<file path="src/rtl/gpio_pkg.sv">
package gpio_pkg;
   localparam int ADDR_W = 2;
   typedef enum logic [ADDR_W-1:0] {
      REG_DATA = 2'd0,
      REG_SET  = 2'd1,
      REG_CLR  = 2'd2,
      REG_DIR  = 2'd3
   } gpio_reg_e;
endpackage

</file>
<file path="src/rtl/gpio_in_sync.sv">
module gpio_in_sync #(
   parameter int W      = 32,
   parameter int STAGES = 2
) (
   input  logic         clk,
   input  logic         rst_n,
   input  logic [W-1:0] d,
   output logic [W-1:0] q
);
   logic [W-1:0] stg [STAGES];

   generate
      for (genvar s = 0; s < STAGES; s++) begin : g_stage
         always_ff @(posedge clk) begin
            if (!rst_n) stg[s] <= '0;
            else if (s == 0) stg[s] <= d;
            else stg[s] <= stg[(s == 0) ? 0 : s-1];
         end
      end
   endgenerate

   assign q = stg[STAGES-1];
endmodule

</file>
<file path="src/rtl/gpio_drive_regs.sv">
module gpio_drive_regs
   import gpio_pkg::*;
#(
   parameter int           W           = 32,
   parameter logic [W-1:0] MASK        = '1,
   parameter bit           HAS_SET     = 1'b1,
   parameter bit           HAS_CLR     = 1'b1,
   parameter bit           HAS_DIR     = 1'b1,
   parameter bit           DIR_IN_HIGH = 1'b0
) (
   input  logic         clk,
   input  logic         rst_n,
   input  logic         we,
   input  gpio_reg_e    addr,
   input  logic [W-1:0] wdata,
   output logic [W-1:0] out_q,
   output logic [W-1:0] dir_en
);
   logic [W-1:0] wmask;
   assign wmask = wdata & MASK;

   generate
      if (!HAS_SET) begin : g_out_data
         always_ff @(posedge clk) begin
            if (!rst_n) out_q <= '0;
            else if (we && addr == REG_DATA) out_q <= wmask;
         end
      end else if (HAS_CLR) begin : g_out_setclr
         always_ff @(posedge clk) begin
            if (!rst_n) out_q <= '0;
            else if (we && addr == REG_SET) out_q <= out_q | wmask;
            else if (we && addr == REG_CLR) out_q <= out_q & ~wmask;
         end
      end else begin : g_out_setload
         always_ff @(posedge clk) begin
            if (!rst_n) out_q <= '0;
            else if (we && addr == REG_SET) out_q <= wmask;
         end
      end

      if (HAS_DIR) begin : g_dir_reg
         logic [W-1:0] en_next;
         assign en_next = (DIR_IN_HIGH ? ~wdata : wdata) & MASK;
         always_ff @(posedge clk) begin
            if (!rst_n) dir_en <= '0;
            else if (we && addr == REG_DIR) dir_en <= en_next;
         end
      end else begin : g_dir_fixed
         always_ff @(posedge clk) begin
            if (!rst_n) dir_en <= '0;
            else dir_en <= MASK;
         end
      end
   endgenerate
endmodule

</file>
<file path="src/rtl/gpio_read_mux.sv">
module gpio_read_mux
   import gpio_pkg::*;
#(
   parameter int           W           = 32,
   parameter logic [W-1:0] MASK        = '1,
   parameter bit           HAS_SET     = 1'b1,
   parameter bit           HAS_CLR     = 1'b1,
   parameter bit           HAS_DIR     = 1'b1,
   parameter bit           DIR_IN_HIGH = 1'b0
) (
   input  logic         clk,
   input  logic         rst_n,
   input  logic         re,
   input  gpio_reg_e    addr,
   input  logic [W-1:0] in_lvl,
   input  logic [W-1:0] out_q,
   input  logic [W-1:0] dir_en,
   output logic [W-1:0] rdata
);
   logic [W-1:0] sel;

   always_comb begin
      sel = '0;
      case (addr)
         REG_DATA: sel = in_lvl;
         REG_SET:  sel = HAS_SET ? out_q : '0;
         REG_CLR:  sel = HAS_CLR ? out_q : '0;
         REG_DIR:  sel = !HAS_DIR ? '0 : (DIR_IN_HIGH ? (~dir_en & MASK) : dir_en);
         default:  sel = '0;
      endcase
   end

   always_ff @(posedge clk) begin
      if (!rst_n) rdata <= '0;
      else if (re) rdata <= sel;
   end
endmodule

</file>
<file path="src/rtl/gpio_regbank.sv">
module gpio_regbank
   import gpio_pkg::*;
#(
   parameter int W           = 32,
   parameter int LINE_COUNT  = 32,
   parameter bit HAS_SET     = 1'b1,
   parameter bit HAS_CLR     = 1'b1,
   parameter bit HAS_DIR     = 1'b1,
   parameter bit DIR_IN_HIGH = 1'b0,
   parameter bit NO_DRIVE    = 1'b0,
   parameter int SYNC_STAGES = 2
) (
   input  logic             clk,
   input  logic             rst_n,
   input  logic [ADDR_W-1:0] bus_addr,
   input  logic             bus_we,
   input  logic [W-1:0]     bus_wdata,
   input  logic             bus_re,
   output logic [W-1:0]     bus_rdata,
   input  logic [W-1:0]     pad_in,
   output logic [W-1:0]     pad_out,
   output logic [W-1:0]     pad_oe
);
   localparam logic [W-1:0] LINE_MASK = {W{1'b1}} >> (W - LINE_COUNT);

   generate
      if (W < 1 || W > 64) begin : g_bad_width
         $error("gpio_regbank: W must be 1..64");
      end
      if (LINE_COUNT < 1 || LINE_COUNT > 63 || LINE_COUNT > W) begin : g_bad_lines
         $error("gpio_regbank: LINE_COUNT must be 1..63 and not above W");
      end
      if (HAS_CLR && !HAS_SET) begin : g_bad_clr
         $error("gpio_regbank: a clear register needs a set register");
      end
      if (SYNC_STAGES < 2) begin : g_bad_sync
         $error("gpio_regbank: SYNC_STAGES must be at least 2");
      end
   endgenerate

   gpio_reg_e    addr_e;
   logic [W-1:0] in_lvl;
   logic [W-1:0] out_q;
   logic [W-1:0] dir_en;

   assign addr_e = gpio_reg_e'(bus_addr);

   gpio_in_sync #(.W(W), .STAGES(SYNC_STAGES)) u_sync (
      .clk   (clk),
      .rst_n (rst_n),
      .d     (pad_in & LINE_MASK),
      .q     (in_lvl)
   );

   gpio_drive_regs #(
      .W(W), .MASK(LINE_MASK), .HAS_SET(HAS_SET), .HAS_CLR(HAS_CLR),
      .HAS_DIR(HAS_DIR), .DIR_IN_HIGH(DIR_IN_HIGH)
   ) u_drive (
      .clk    (clk),
      .rst_n  (rst_n),
      .we     (bus_we),
      .addr   (addr_e),
      .wdata  (bus_wdata),
      .out_q  (out_q),
      .dir_en (dir_en)
   );

   gpio_read_mux #(
      .W(W), .MASK(LINE_MASK), .HAS_SET(HAS_SET), .HAS_CLR(HAS_CLR),
      .HAS_DIR(HAS_DIR), .DIR_IN_HIGH(DIR_IN_HIGH)
   ) u_rd (
      .clk    (clk),
      .rst_n  (rst_n),
      .re     (bus_re),
      .addr   (addr_e),
      .in_lvl (in_lvl),
      .out_q  (out_q),
      .dir_en (dir_en),
      .rdata  (bus_rdata)
   );

   assign pad_out = out_q;

   generate
      if (NO_DRIVE) begin : g_sense_only
         assign pad_oe = '0;
      end else begin : g_drive
         assign pad_oe = dir_en;
      end
   endgenerate
endmodule

</file>
<file path="config.mk">
export PLATFORM = sky130hd
export DESIGN_NAME = gpio_regbank
export DESIGN_NICKNAME = d
export VERILOG_FILES = /design/src/rtl/gpio_pkg.sv /design/src/rtl/gpio_in_sync.sv /design/src/rtl/gpio_drive_regs.sv /design/src/rtl/gpio_read_mux.sv /design/src/rtl/gpio_regbank.sv
export SDC_FILE = /design/constraint.sdc
export NUM_CORES = 1
export LEC_CHECK = 0
export CAP_MARGIN = 20
export CORE_MARGIN = 1
export CORE_UTILIZATION = 62
export DETAILED_ROUTE_END_ITERATION = 10
export DONT_BUFFER_PORTS = 1
export HOLD_SLACK_MARGIN = 0.1
export PLACE_DENSITY = 0.78
export SYNTH_ARGS = -nofsm -noshare
export SYNTH_HDL_FRONTEND = slang
export SYNTH_SLANG_ARGS = --single-unit
</file>
<file path="constraint.sdc">
create_clock -name clk -period 1.7 [get_ports clk]
set_clock_uncertainty 0.15 [all_clocks]
set_input_delay 0.255 -clock clk [delete_from_list [all_inputs] [get_ports clk]]
set_output_delay 0.255 -clock clk [all_outputs]
set_load 0.01 [all_outputs]
</file>
==> summary.md, run 1 <==
| Metric | Value |
|---|---|
| Status | aborted with a tool error |
| Stage reached | clock tree synthesis (4_1_cts) |
| Stop err | [ERROR RSZ-0060] Max buffer count reached. |
| Initial Util | around 64% |
| Cts bufs inserted | 17 |
| Clock Tree Root | clkbuf_8 |
| Hold buffers post-CTS | 131 |
| Sink Count | 160 |
| Max Buffers Root-to-Sink | 2 |
| Cell Area, Synth | 5650 sq um |
| Flops & latches, synth | 160 |
| Post-synthesis sequential area ratio | 56.7% |
| Chip height | roughly 97 um |
| Netlist cell types | 21 |
| Die span in x | 97.4 um |
| Ys Warns | 0 |
| Dpl ws | 0.0412 ns |
| Share of Yosys cell area claimed by the top area cell type | a little under three fifths |
| Syn_nets | 617 |
| PostCTS Resize Cnt | 0 |
| Std-Cell Rows | 34 |
| # port buffers | 0 |
| Avg Inst Size Synth | 10.4 sq um |
| Dpl hpwl | around 8.4 mm |
| Synthesized instance count | 543 |
| GPL Wtd Cong | 0.804 |
| Post-CTS setup buffer count | 0 |
| Largest area contributor in the netlist | dfxtp_1 |
| Synth area leaders | dfxtp_1 (57%), and2_1 (7.3%), nand2_1 (6.5%) |
| H-tree Lvls | 4 |
| Num ports | 166 |
## synthesized netlist by cell type, drive strengths merged
master,number
dfxtp,160
nand2,98
and2,66
buf,35
a21boi,32
a221oi,32
a32o,32
nor3b,31
o22ai,30
clkbuf,15
ha,4
inv,2
and3,1
nand2b,1
nand3b,1
nor2,1
o21ai,1
o221ai,1
## logic make-up after synthesis
kind of cell / Yosys count / synth area share, %
buf+inv: 52 / 5.45
flops: 160 / 56.7
fa+ha+maj: 4 / 0.886
simple gates: 199 / 18.5
compound gates: 128 / 18.5
## metrics by stage
stage,hold WS [ns],area (sq um),utilization (%),std cells
2_1_floorplan,0.231,5650,-,543
3_3_place_gp,0.231,5620,64.1,617
3_5_place_dp,0.234,5620,64.1,617
==> inputs of run 2 (changes only) <==
--- a/config.mk
+++ b/config.mk
@@ -7,11 +7,10 @@
 export LEC_CHECK = 0
 export CAP_MARGIN = 20
 export CORE_MARGIN = 1
-export CORE_UTILIZATION = 62
+export CORE_UTILIZATION = 40
 export DETAILED_ROUTE_END_ITERATION = 10
 export DONT_BUFFER_PORTS = 1
-export HOLD_SLACK_MARGIN = 0.1
-export PLACE_DENSITY = 0.78
+export PLACE_DENSITY_LB_ADDON = 0.15
 export SYNTH_ARGS = -nofsm -noshare
 export SYNTH_HDL_FRONTEND = slang
 export SYNTH_SLANG_ARGS = --single-unit
==> summary.md, run 2 <==
| Metric | Value |
|---|---|
| Sw Share | 22.6% |
| Status | finished, final reports clean |
| Clock share of power | 44.4% |
| Dpl hpwl | 8.97 mm |
| Via count | 4559 |
| Clock Tree Root | clkbuf_16 |
| DR pass1 iterations | 5 |
| Drt via density | 5.33 |
| Static Leakage | 3.00 nW |
| Crit path launch | bus_addr[0] |
| Antenna Cells | 0 |
| First-pass GRT wire length | 24.4 mm |
| Min-Delay Path Class | input port to register |
| # DRC | 0 |
| Synthesized instance count | 543 |
| # port buffers | 0 |
| Clock transition at path regs | 0.07 ns |
| Area Overhead vs Synth | 35.9% |
| Fill count | 1191 |
| Synth area leaders | dfxtp_1 (57%), and2_1 (7.3%), nand2_1 (6.5%) |
| Crit path capture type | register |
| Setup TNS | 0 ns |
| Worst endpoint required time | 1.85 ns |
| Logic pwr share | 8.2% |
| Post-Layout Cell Count | approximately 860 |
| Die span in x | roughly 120 um |
| Ratio of cells with drive above 1 in the final layout | around 7.4% |
| Overall Power | 8.61 mW |
| Most common cell after layout, fill and taps aside | dfxtp_1 |
| CTS tree | done |
| Max-cap violations | 0 |
| Crit path max fanout | 11 |
| Chip height | around 120 um |
| Ys Warns | 0 |
| Skew-Pair Late Insertion Delay | roughly 0.42 ns |
| Syn_nets | 617 |
| Worst Max-Slew Pin Slew | 0.479 ns |
| Netlist cell types | 21 |
| Fin. max-slew vios | 0 |
| Largest area contributor in the netlist | dfxtp_1 |
| Final setup margin | 0.0994 ns |
| Reg power frac | between 40% and 50% |
| Final #Nets | 737 |
| Std-Cell Rows | 43 |
| Total track usage | 21.9% |
| EDFF count, synth | 0 |
| Routed wire per std cell | 18.4 um |
| Final setup viols | 0 |
| Fin crit period | 1.60 ns |
| Total gr overflow | 0 |
| Initial Util | 40.8% |
| Worst VDD drop | around 0.65 mV |
| H-tree Lvls | 4 |
| Most numerous cell in the Yosys netlist | dfxtp_1 |
| Sink Count | 160 |
| Cts bufs inserted | 17 |
| Num ports | about 170 |
| Worst min-delay path startpoint | rst_n |
| Die area | 14600 sq um |
| Post-Route WL | 15.7 mm |
| Vias in the first global route | 4628 |
| Psw | around 1.9 mW |
| Worst setup SP type | input port |
| Ys flop type | dfxtp_1 |
| Avg Inst Size Synth | about 10 sq um |
| Commonest cells in the netlist | dfxtp_1 (160), nand2_1 (98), and2_1 (66), a221oi_1 (32), a32o_1 (32) |
| RSZ-0062 raised after global routing | false |
| Most frequent cells in the layout | dfxtp_1 (160), dlygate4sd3_1 (131), nand2_1 (98), and2_1 (66) |
| Post-synthesis sequential area ratio | 56.7% |
| Flops & latches, synth | 160 |
| Share of Yosys cell area claimed by the top area cell type | 56.7% |
| Cell Area, Synth | 5650 sq um |
| Largest net degree at the start of global routing | 95 |
| Max Buffers Root-to-Sink | 2 |
| Core ar. | 13800 sq um |
| Placed cells | 691 |
| Dpl ws | 0.0936 ns |
| Critical path type | input port to register |
| Fin crit share | 94.2% |
| Internal Power | 6.67 mW |
| Asr flop ratio synth | 0% |
| DRT iter0 DRCs | 225 |
| WP data arrival | roughly 1.8 ns |
| Fmax | 625 MHz |
| GPL Wtd Cong | 0.768 |
| Final hold vios | 0 |
| Max-slew headroom | 68.1% |
| Initial antenna violation count | 0 |
| Antenna Nets Post-Route | 0 |
| PwrDens | about 1100 nW/um^2 |
[run 2: cell counts after synthesis]
Identical to the previous run, type by type.
[run 2: path summary, 6_finish.rpt]
kind / slack [ns] / endpoint / cells past startpoint
max: 0.1 / register / 7
min: 0.08 / u_rd.rdata[11]$_SDFFE_PN0P_ / 2
max reg2reg: 0.28 / register / 2
min reg2reg: 0.28 / u_sync.stg[1][20]$_SDFF_PN0_ / 1
[run 2: routing by layer]
metal / global-route usage, % / vias to the layer above / wire, um
met4: 8.64 / 0 / 180
met3: 7.45 / 15 / 1200
met1: 26.0 / 2212 / 6590
li1: - / 2171 / -
met2: 36.4 / 161 / 7740
met5: 0 / - / 0
[run 2: critical path: stages]
cell and delay [ns]:
inv_1 0.06, ha_1 0.13, and2_1 0.19, buf_4 0.23
nand2_1 0.08, a32o_1 0.25, dlygate4sd3_1 0.54
[run 2: per-stage QoR]
stage	util (%)	area, sq um	hold WS (ns)
after detailed placement	41.4	5720	0.235
after global routing	55.5	7680	0.121
after floorplan	-	5650	0.231
after global placement	41.4	5720	0.231
final	55.5	7680	0.0754
after CTS	55.5	7670	0.0796
[run 2: what timing repair did]
action	4_1_cts	5_1_grt
gates resized for setup	0	2
hold buffers	133	0
endpoints found under the hold margin	160	0
endpoints found under the setup margin	0	3
buffers inserted	0	0
[run 2: kinds of logic after synthesis]
group | synth area share, %
flip-flops | 56.7
adder cells (fa/ha/maj) | 0.886
buffers and inverters | 5.45
AND/OR/NAND/NOR | 18.5
AO/OA/AOI/OAI | 18.5
[run 2: area by class of cell]
cell class | instances | area (sq um) | share of cell area, %
well taps | 180 | 225 | 2.93
inverters | 2 | 7.51 | 0.0978
repair buffers | 151 | 1510 | 19.7
clock buffers | 22 | 454 | 5.92
clock inverters | 10 | 136 | 1.78
multi-input cells | 331 | 2140 | 27.8
flip-flops and latches | 160 | 3200 | 41.7
[run 2: power by group through the flow]
stage | clock network [mW] | logic, mW | registers (mW)
4_1_cts | 3.90 | 0.696 | 4.09
3_5_place_dp | 0 | 0.414 | 4.17
6_report | 3.82 | 0.704 | 4.08
3_3_place_gp | 0 | 0.401 | 4.17
2_1_floorplan | 0 | 0.378 | 4.12
5_1_grt | 4.07 | 0.771 | 4.10
No activity file was read; power rests on OpenSTA's default activity.
